===== src/rtl/flat_xlate_pkg.sv =====
package flat_xlate_pkg;
  typedef enum logic [2:0] {
    CFG_BASE = 3'd0,
    CFG_PROT = 3'd1,
    CFG_RLO  = 3'd2,
    CFG_RHI  = 3'd3,
    CFG_CMD  = 3'd4,
    CFG_DONE = 3'd5
  } cfg_sel_e;

  localparam logic [31:0] CMD_FLUSH_RNG = 32'h1;
  localparam logic [31:0] CMD_FLUSH_ALL = 32'h2;
  localparam int DESC_VLD_BIT = 1;
  localparam int DESC_NS_BIT  = 3;
  localparam int PROT_ALIGN_BITS = 7;

  typedef enum logic {WALK_IDLE, WALK_WAIT} walk_state_e;
endpackage


===== src/rtl/flat_xlate_regs.sv =====
module flat_xlate_regs
  import flat_xlate_pkg::*;
#(
  parameter int AW = 32,
  parameter int PB = 12,
  localparam int VPN_W = AW - PB
) (
  input  logic             clk_i,
  input  logic             rst_ni,
  input  logic             cfg_we_i,
  input  logic [2:0]       cfg_addr_i,
  input  logic [AW-1:0]    cfg_wdata_i,
  input  logic             apply_ok_i,
  output logic [AW-1:0]    base_o,
  output logic [AW-1:0]    protect_o,
  output logic [VPN_W-1:0] rng_lo_o,
  output logic [VPN_W-1:0] rng_hi_o,
  output logic             flush_all_o,
  output logic             flush_rng_o,
  output logic             inv_busy_o,
  output logic             done_o
);
  logic [AW-1:0] base_q;
  logic [AW-1:PROT_ALIGN_BITS] prot_q;
  logic [VPN_W-1:0] lo_q, hi_q;
  logic pend_all_q, pend_rng_q, done_q;
  logic cmd_wr, want_all, want_rng;

  assign cmd_wr   = cfg_we_i && (cfg_addr_i == CFG_CMD);
  assign want_all = pend_all_q || (cmd_wr && cfg_wdata_i == CMD_FLUSH_ALL);
  assign want_rng = pend_rng_q || (cmd_wr && cfg_wdata_i == CMD_FLUSH_RNG);

  // a command arriving mid-walk is held until the walk returns
  assign flush_all_o = want_all && apply_ok_i;
  assign flush_rng_o = want_rng && apply_ok_i;
  assign inv_busy_o  = want_all || want_rng;

  always_ff @(posedge clk_i or negedge rst_ni) begin
    if (!rst_ni) begin
      base_q     <= '0;
      prot_q     <= '0;
      lo_q       <= '0;
      hi_q       <= '0;
      pend_all_q <= 1'b0;
      pend_rng_q <= 1'b0;
      done_q     <= 1'b0;
    end else begin
      pend_all_q <= want_all && !apply_ok_i;
      pend_rng_q <= want_rng && !apply_ok_i;
      if (flush_rng_o) done_q <= 1'b1;
      else if (cfg_we_i && cfg_addr_i == CFG_DONE && cfg_wdata_i == '0) done_q <= 1'b0;
      if (cfg_we_i) begin
        unique case (cfg_addr_i)
          CFG_BASE: base_q <= cfg_wdata_i;
          CFG_PROT: prot_q <= cfg_wdata_i[AW-1:PROT_ALIGN_BITS];
          CFG_RLO:  lo_q   <= cfg_wdata_i[AW-1:PB];
          CFG_RHI:  hi_q   <= cfg_wdata_i[AW-1:PB];
          default: ;
        endcase
      end
    end
  end

  assign base_o    = base_q;
  assign protect_o = {prot_q, {PROT_ALIGN_BITS{1'b0}}};
  assign rng_lo_o  = lo_q;
  assign rng_hi_o  = hi_q;
  assign done_o    = done_q;
endmodule


===== src/rtl/flat_xlate_tlb.sv =====
module flat_xlate_tlb #(
  parameter int N = 8,
  parameter int VPN_W = 20,
  localparam int IDXW = (N > 1) ? $clog2(N) : 1
) (
  input  logic             clk_i,
  input  logic             rst_ni,
  input  logic [VPN_W-1:0] lk_vpn_i,
  output logic             hit_o,
  output logic [VPN_W-1:0] hit_ppn_o,
  output logic             hit_ns_o,
  input  logic             fill_i,
  input  logic [VPN_W-1:0] fill_vpn_i,
  input  logic [VPN_W-1:0] fill_ppn_i,
  input  logic             fill_ns_i,
  input  logic             flush_all_i,
  input  logic             flush_rng_i,
  input  logic [VPN_W-1:0] rng_lo_i,
  input  logic [VPN_W-1:0] rng_hi_i
);
  typedef struct packed {
    logic             vld;
    logic             ns;
    logic [VPN_W-1:0] vpn;
    logic [VPN_W-1:0] ppn;
  } ent_t;

  logic [N-1:0]     match;
  logic [N-1:0]     ns_v;
  logic [VPN_W-1:0] ppn_a [N];
  logic [IDXW-1:0]  rr_q;

  for (genvar g = 0; g < N; g++) begin : g_ent
    ent_t ent_q;
    logic in_rng;
    assign in_rng = (ent_q.vpn >= rng_lo_i) && (ent_q.vpn <= rng_hi_i);
    always_ff @(posedge clk_i or negedge rst_ni) begin
      if (!rst_ni) ent_q <= '0;
      else if (flush_all_i || (flush_rng_i && in_rng)) ent_q.vld <= 1'b0;
      else if (fill_i && rr_q == IDXW'(g)) ent_q <= '{1'b1, fill_ns_i, fill_vpn_i, fill_ppn_i};
    end
    assign match[g] = ent_q.vld && (ent_q.vpn == lk_vpn_i);
    assign ns_v[g]  = ent_q.ns;
    assign ppn_a[g] = ent_q.ppn;
  end

  always_comb begin
    hit_ppn_o = '0;
    hit_ns_o  = 1'b0;
    for (int i = 0; i < N; i++) begin
      hit_ppn_o = hit_ppn_o | ({VPN_W{match[i]}} & ppn_a[i]);
      hit_ns_o  = hit_ns_o | (match[i] & ns_v[i]);
    end
  end
  assign hit_o = |match;

  always_ff @(posedge clk_i or negedge rst_ni) begin
    if (!rst_ni) rr_q <= '0;
    else if (fill_i) rr_q <= (rr_q == IDXW'(N - 1)) ? '0 : rr_q + 1'b1;
  end
endmodule


===== src/rtl/flat_xlate_walk.sv =====
module flat_xlate_walk
  import flat_xlate_pkg::*;
#(
  parameter int AW = 32,
  parameter int PB = 12,
  localparam int VPN_W = AW - PB,
  localparam int PADW = AW - VPN_W - 2
) (
  input  logic             clk_i,
  input  logic             rst_ni,
  input  logic             req_valid_i,
  input  logic             xlate_en_i,
  input  logic             hit_i,
  input  logic [VPN_W-1:0] vpn_i,
  input  logic [AW-1:0]    base_i,
  input  logic             mem_rvalid_i,
  output logic             busy_o,
  output logic             ret_o,
  output logic             mem_req_o,
  output logic [AW-1:0]    mem_addr_o
);
  walk_state_e st_q;

  assign busy_o     = (st_q == WALK_WAIT);
  assign ret_o      = busy_o && mem_rvalid_i;
  assign mem_req_o  = (st_q == WALK_IDLE) && req_valid_i && xlate_en_i && !hit_i;
  assign mem_addr_o = base_i + {{PADW{1'b0}}, vpn_i, 2'b00};

  always_ff @(posedge clk_i or negedge rst_ni) begin
    if (!rst_ni) st_q <= WALK_IDLE;
    else if (mem_req_o) st_q <= WALK_WAIT;
    else if (ret_o) st_q <= WALK_IDLE;
  end
endmodule


===== src/rtl/flat_xlate.sv =====
module flat_xlate
  import flat_xlate_pkg::*;
#(
  parameter int AW = 32,
  parameter int PB = 12,
  parameter int TLB_N = 8,
  localparam int VPN_W = AW - PB
) (
  input  logic          clk_i,
  input  logic          rst_ni,
  input  logic          req_valid_i,
  input  logic [AW-1:0] req_va_i,
  output logic          resp_valid_o,
  output logic [AW-1:0] resp_pa_o,
  output logic          resp_fault_o,
  output logic          resp_nonsec_o,
  output logic          mem_req_o,
  output logic [AW-1:0] mem_addr_o,
  input  logic          mem_rvalid_i,
  input  logic [AW-1:0] mem_rdata_i,
  input  logic          cfg_we_i,
  input  logic [2:0]    cfg_addr_i,
  input  logic [AW-1:0] cfg_wdata_i,
  output logic          inv_done_o
);
  logic [AW-1:0]    tbl_base, protect;
  logic [VPN_W-1:0] rng_lo, rng_hi, hit_ppn, va_vpn;
  logic flush_all, flush_rng, inv_busy, hit, hit_ns;
  logic walk_busy, walk_ret, xlate_en, fill, desc_ok;

  assign va_vpn   = req_va_i[AW-1:PB];
  assign xlate_en = (tbl_base != '0);
  assign desc_ok  = mem_rdata_i[DESC_VLD_BIT];
  assign fill     = walk_ret && desc_ok && !inv_busy;

  flat_xlate_regs #(.AW(AW), .PB(PB)) u_regs (
    .clk_i, .rst_ni, .cfg_we_i, .cfg_addr_i, .cfg_wdata_i,
    .apply_ok_i(!walk_busy || mem_rvalid_i),
    .base_o(tbl_base), .protect_o(protect), .rng_lo_o(rng_lo), .rng_hi_o(rng_hi),
    .flush_all_o(flush_all), .flush_rng_o(flush_rng), .inv_busy_o(inv_busy),
    .done_o(inv_done_o)
  );

  flat_xlate_tlb #(.N(TLB_N), .VPN_W(VPN_W)) u_tlb (
    .clk_i, .rst_ni, .lk_vpn_i(va_vpn), .hit_o(hit), .hit_ppn_o(hit_ppn),
    .hit_ns_o(hit_ns), .fill_i(fill), .fill_vpn_i(va_vpn),
    .fill_ppn_i(mem_rdata_i[AW-1:PB]), .fill_ns_i(mem_rdata_i[DESC_NS_BIT]),
    .flush_all_i(flush_all), .flush_rng_i(flush_rng),
    .rng_lo_i(rng_lo), .rng_hi_i(rng_hi)
  );

  flat_xlate_walk #(.AW(AW), .PB(PB)) u_walk (
    .clk_i, .rst_ni, .req_valid_i, .xlate_en_i(xlate_en), .hit_i(hit),
    .vpn_i(va_vpn), .base_i(tbl_base), .mem_rvalid_i,
    .busy_o(walk_busy), .ret_o(walk_ret), .mem_req_o, .mem_addr_o
  );

  always_comb begin
    resp_valid_o  = 1'b0;
    resp_pa_o     = req_va_i;
    resp_fault_o  = 1'b0;
    resp_nonsec_o = 1'b0;
    if (!xlate_en) begin
      resp_valid_o = req_valid_i;
    end else if (walk_ret) begin
      resp_valid_o = 1'b1;
      if (desc_ok) begin
        resp_pa_o     = {mem_rdata_i[AW-1:PB], req_va_i[PB-1:0]};
        resp_nonsec_o = mem_rdata_i[DESC_NS_BIT];
      end else begin
        resp_pa_o    = protect;
        resp_fault_o = 1'b1;
      end
    end else if (!walk_busy && req_valid_i && hit) begin
      resp_valid_o  = 1'b1;
      resp_pa_o     = {hit_ppn, req_va_i[PB-1:0]};
      resp_nonsec_o = hit_ns;
    end
  end
endmodule


===== config.mk =====
export PLATFORM = sky130hd
export DESIGN_NAME = flat_xlate
export DESIGN_NICKNAME = d
export VERILOG_FILES = /design/src/rtl/flat_xlate_pkg.sv /design/src/rtl/flat_xlate_regs.sv /design/src/rtl/flat_xlate_tlb.sv /design/src/rtl/flat_xlate_walk.sv /design/src/rtl/flat_xlate.sv
export SDC_FILE = /design/constraint.sdc
export NUM_CORES = 1
export LEC_CHECK = 0
export BUFFER_PORTS_ARGS = -buffer_cell sky130_fd_sc_hd__buf_4
export CORE_MARGIN = 5
export CORE_UTILIZATION = 45
export CTS_CLUSTER_SIZE = 8
export DETAILED_ROUTE_END_ITERATION = 12
export GPL_TIMING_DRIVEN = 0
export PLACE_DENSITY = 0.65
export REMOVE_ABC_BUFFERS = 1
export SKIP_LAST_GASP = 1
export SYNTH_ARGS = -nofsm -noshare
export SYNTH_HDL_FRONTEND = slang
export SYNTH_SLANG_ARGS = --single-unit
export TNS_END_PERCENT = 1

===== constraint.sdc =====
create_clock -name clk_i -period 7.8 [get_ports clk_i]
set_input_delay 0.78 -clock clk_i [delete_from_list [all_inputs] [get_ports clk_i]]
set_output_delay 0.78 -clock clk_i [all_outputs]
set_load 0.005 [all_outputs]

Word-level counts from Yosys, hierarchy flattened
Index checks and enable logic that the tools add are counted.

Logic and storage cells: 247. Output and inout port bits: 69. Input port bits: 104. Bits in registers: 440.

Muxes and demuxes: 35. $lt $le $gt $ge: 16. Reductions and logical operators: 92. Bitwise logic cells: 39. Add/sub/neg operators: 2. Eq/ne operators: 22.

Operators by type and width (count): 42-bit 2-to-1 mux (8); 20-bit AND (8); 20-bit == test (8); 20-bit greater-or-equal comparator (8); 20-bit <= comparator (8); 20-bit bitwise OR (7); 32-bit 2-to-1 mux (4); 1-bit logical AND (49); 32-bit by 22-bit adder with 32-bit output (1); 32-bit by 1-bit == test with 1-bit output, second input constant (1); 32-bit by 2-bit == test with 1-bit output, second input constant (1); 32-bit logical NOT (1); 32-bit nonzero test (1); 2-bit AND reduction (12); 1-bit 2-to-1 mux (22); 2-bit nonzero test (10); 3-bit == test, second input constant (6); 3-bit by 2-bit == test with 1-bit output, second input constant (4); 1-bit logical OR (12); 1-bit inverter (9); 1-bit AND (8); 8-bit OR reduction (1); 1-bit bitwise OR (7); 3-bit by 1-bit == test with 1-bit output, second input constant (2); 4 further kinds (8).

Logic depth before layout (Yosys ltp)
Word-level depth: 13. Gate-level depth with buffers: 12. Gate-level depth less buffers: 11.

Modules after synthesis
Synthesis repeated with hierarchy kept, for this count alone.

Cell total of the unflattened synthesis: 2517. Area total of the unflattened synthesis: 29036.6 sq um.

By module, submodules not included: flat_xlate_tlb (sequential area each 8483.1 sq um, cells each 1959, instances 1, area each 22743.1 sq um); flat_xlate_regs (sequential area each 2502.4 sq um, cells each 247, instances 1, area each 3951.3 sq um); flat_xlate_walk (sequential area each 25.0 sq um, cells each 202, instances 1, area each 1451.4 sq um); flat_xlate (sequential area each 0.0 sq um, cells each 109, instances 1, area each 890.9 sq um).

Least setup slack after synthesis
Ideal clock, no wire load.

Path kind: input to output. Start point: input req_va_i[13]. End point: output mem_addr_o[16]. Data arrival time: 3.178 ns. Setup slack: 3.842 ns. Path buffers: 2. Stages: 12. Data required time: 7.020 ns. Cells stage by stage: buf_2 > buf_4 > inv_1 > fa_1 > nor2b_1 > o31a_1 > or4_1 > a31oi_2 > o21ai_0 > a2111oi_0 > nor3_1 > xor2_1.

Cells in the longest elaborated chain, start to end: 1.

RTL lines: start, declared (line flat_xlate.sv:12) `input logic [AW-1:0] req_va_i,`; 32-bit by 22-bit adder with 32-bit output (line flat_xlate_walk.sv:27) `assign mem_addr_o = base_i + {{PADW{1'b0}}, vpn_i, 2'b00};`; end, declared (line flat_xlate.sv:18) `output logic [AW-1:0] mem_addr_o,`.

Every way passes these cells.

Final worst setup path
Start point: input req_va_i[29]. End point: output resp_pa_o[16].

Cells in the longest elaborated chain, start to end: 13. Elaborated cells on any way between the ends: 36. Those cells by class: eq/ne (8); mux (3); bitwise (15); reduce/logical (10).

RTL lines: 20-bit == test (line flat_xlate_tlb.sv:42) `assign match[g] = ent_q.vld && (ent_q.vpn == lk_vpn_i);`; 1-bit logical AND (line flat_xlate_tlb.sv:42); 20-bit AND (line flat_xlate_tlb.sv:51) `hit_ppn_o = hit_ppn_o | ({VPN_W{match[i]}} & ppn_a[i]);`; 20-bit bitwise OR (7 in series) (line flat_xlate_tlb.sv:51); 32-bit 2-to-1 mux * (line flat_xlate.sv:74) `end else if (!walk_busy && req_valid_i && hit) begin`; 32-bit 2-to-1 mux * (line flat_xlate.sv:65) `end else if (walk_ret) begin`; 32-bit 2-to-1 mux * (line flat_xlate.sv:63) `if (!xlate_en) begin`; end, declared (line flat_xlate.sv:14) `output logic [AW-1:0] resp_pa_o,`.

Mark *: on every way between the ends. The rest lies on a longest branch, timed or not.

==> out/metrics.csv <==
stage;metric;value;unit
final_layout;fill_cells;5381;
clock_tree;cts_setup_buffers;0;
power_and_ir_drop;power;10600;uW
clock_tree;cts_inserted_buffers;61;
sta;period_share;0.733;
sta;timing.final.ws_setup;2.08;ns
setup_path;required;7.02;ns
global_route;grt_max_degree;126;
clock_tree;cts_max_path_buffers;3;
placed_design;place_hpwl;65800;um
status;outcome;complete, no violations;
clock_tree;cts.sink_count;440;
sta;rsz0062_at_grt;false;
sta;min_period;5.72;ns
detailed_routing;routed_via_density;6.13;
floorplan;ios;173;
detailed_routing;vias;21600;
sta;maxSlewHeadroom;0.135;
yosys;ys_seq_area_frac;0.391;
placed_design;gp_congestion;0.967;
final_layout;seq_area;11000;sq um
floorplan;num_rows;91;
yosys;synthTopCellsByArea;dfrtp_1 (39%), ha_1 (15%), mux2_2 (15%);
setup_path;cp_max_fo;21;
yosys;ys_ff_latch;440;
job;cap_violations;0;
clock_tree;path_clk_slew;0.05;ns
power_and_ir_drop;cellPowerDensity;332;nW/um^2
detailed_routing;first_iter_violations;1483;
yosys;synth-edff-count;0;
sta;setup_viol;0;
final_layout;multi_input_area;16300;sq um
setup_path;endpoint_kind;output pin;
yosys;synth_async_sr_flop_share;1.00;
detailed_routing;dr.pass1.iters;8;
sta;fin_skew;0.0394;ns
detailed_routing;postRouteAntennaNets;0;
sta;tightest_slew;1.29;ns
floorplan;die-area;67800;sq um
yosys;synth_area_leader_cell;dfrtp_1;
clock_tree;cts_tree;yes;
detailed_routing;routed_wirelength;90000;um
yosys;synth_top_area_frac;0.391;
global_route;gr-usage-all-layers;0.261;
clock_tree;clock_latency;0.64;ns
clock_tree;cts_hold_buf;0;
global_route;overflow;0;
power_and_ir_drop;ir_worst_vdd;0.197;mV
placed_design;numPortBuffers;162;
final_layout;area_growth;13.6;%
clock_tree;cts_root_buf;clkbuf_16;
detailed_routing;wire_per_inst;25.6;um
yosys;yosysWarnings;0;
yosys;synthFlopType;dfrtp_1;
yosys;yosysUniqueCellTypes;65;
yosys;synth_area_per_cell;11.1;sq um
floorplan;fp.coreArea;61800;sq um
final_layout;drive_gt1_frac;0.243;
power_and_ir_drop;p_leak;0.0154;uW
final_layout;fin_util;0.518;
setup_path;worstPathArrival;4.94;ns
final_layout;nNetsFinal;3128;
sta;max_freq;175;MHz
yosys;netlist_area;28200;sq um
final_layout;n_antenna_cell;0;
setup_path;crit_type;in -> out;
yosys;synthCells;2547;
floorplan;die_h;260;um
global_route;antenna_found_initial;0;
floorplan;fp.dieW;260;um
placed_design;post-place-ws;2.26;ns
hold_path;hp-class;in -> async;
global_route;grt_pass1_wl;136000;um
detailed_routing;drc;0;
sta;tns;0;ns
global_route;grt_pass1_vias;22900;
clock_tree;cts_max_level;2;
sta;finalHoldViolCount;0;
setup_path;cp-start-kind;primary input;
floorplan;start_util;0.456;
sta;drv_slew;0;
clock_tree;ctsResizeCount;0;
-- through the flow --
| stage | std cells | hold slack, ns | instance area [sq um] |
|---|---|---|---|
| 2_1_floorplan | 2422 | 0.475 | 27500 |
| 3_3_place_gp | 3421 | 0.487 | 29800 |
| 3_5_place_dp | 3451 | 0.494 | 30400 |
| 4_1_cts | 3520 | 0.200 | 32000 |
| 5_1_grt | 3520 | 0.251 | 32000 |
| 6_report | 3520 | 0.209 | 32000 |
-- cell families after synthesis --
kind of cell | count (synthesis) | share of synthesized area
AND/OR/NAND/NOR | 481 | 0.0904
XOR/XNOR | 184 | 0.0572
flip-flops | 440 | 0.391
buffers and inverters | 199 | 0.0345
multiplexers | 385 | 0.153
AO/OA/AOI/OAI | 511 | 0.120
adder cells (fa/ha/maj) | 347 | 0.154
-- where the power goes --
part / total [uW] / leakage (uW) / switching [uW] / internal [uW]
logic: 4310 / 0.00904 / 2210 / 2100
registers: 3930 / 0.00558 / 793 / 3130
clock network: 2400 / 0.000800 / 999 / 1400
total: 10600 / 0.0154 / 4000 / 6630
-- registers in the layout, summed over array words and instances (netlist names) --
register	count
u_regs.prot_q	25
u_regs.rng_hi_o	20
u_tlb.g_ent.ent_q	336
u_regs.pend_all_q	1
u_tlb.rr_q	3
u_regs.base_o	32
u_regs.pend_rng_q	1
u_regs.done_o	1
u_regs.rng_lo_o	20
u_walk.busy_o	1
-- cell usage in the layout, fill, tap and decap left out, drive strengths merged, types with 86 or more instances in the layout --
master,n
buf,192
a21oi,86
mux2,365
o21ai,145
a21o,98
dfrtp,440
xor2,103
nand2,118
ha,346
-- cell type report --
| class | instances | area share |
|---|---|---|
| Tap cell | 837 | 0.0327 |
| Clock buffer | 66 | 0.0492 |
| Sequential cell | 440 | 0.344 |
| Timing Repair Buffer | 192 | 0.0539 |
| Clock inverter | 3 | 0.00172 |
| Inverter | 74 | 0.00867 |
| Multi-Input combinational cell | 1908 | 0.510 |
-- Yosys cell counts, drive strengths merged, types with 6 or more instances --
cell and n:
nand3 33, mux2 365, inv 74, a22o 9
a21o 98, a31oi 9, nor2b 30, a211oi 15
xnor2 81, nor3 32, o211ai 7, a211o 13
ha 346, nor4 53, a221oi 25, nand4 81
o22ai 6, a311oi 10, a222oi 12, a21oi 86
buf 87, or3 7, a22oi 42, mux2i 20
nand2b 30, nand2 118, nor2 59, xor2 103
clkbuf 38, dfrtp 440, o21ai 145, or2 6
and3 16
-- worst paths after layout --
path | slack, ns | endpoint | startpoint | cells past startpoint
worst max-delay path | 2.08 | resp_pa_o[16] | req_va_i[29] | 10
worst min-delay path | 0.21 | u_tlb.g_ent[2].ent_q[20] | rst_ni | 1
worst max register to register | 4.64 | u_tlb.g_ent[1].ent_q[29] | u_regs.pend_all_q | 5
worst min register to register | 0.50 | u_tlb.g_ent[4].ent_q[14] | u_tlb.g_ent[4].ent_q[14] | 1
max in group asynchronous | 5.99 | u_regs.prot_q[17] | rst_ni | 3
min in group clk_i | 0.38 | u_regs.base_o[5] | cfg_wdata_i[5] | 2
-- critical path, stage by stage --
cell and delay [ns]:
buf_4 0.28, xor2_1 0.20, nor4_1 0.50, nand4_1 0.23
nor3_4 0.88, or4_1 0.25, nor2_2 0.14, o21a_1 0.65
a221oi_1 0.72, buf_4 0.21
-- layer usage --
layer	GRT usage	wire length, um	share of wire
met1	0.334	37400	0.42
met4	0.127	4810	0.053
met2	0.436	42700	0.47
met5	0	0	0
met3	0.0363	5070	0.056
Note: power is estimated with default switching activity, not from simulation.
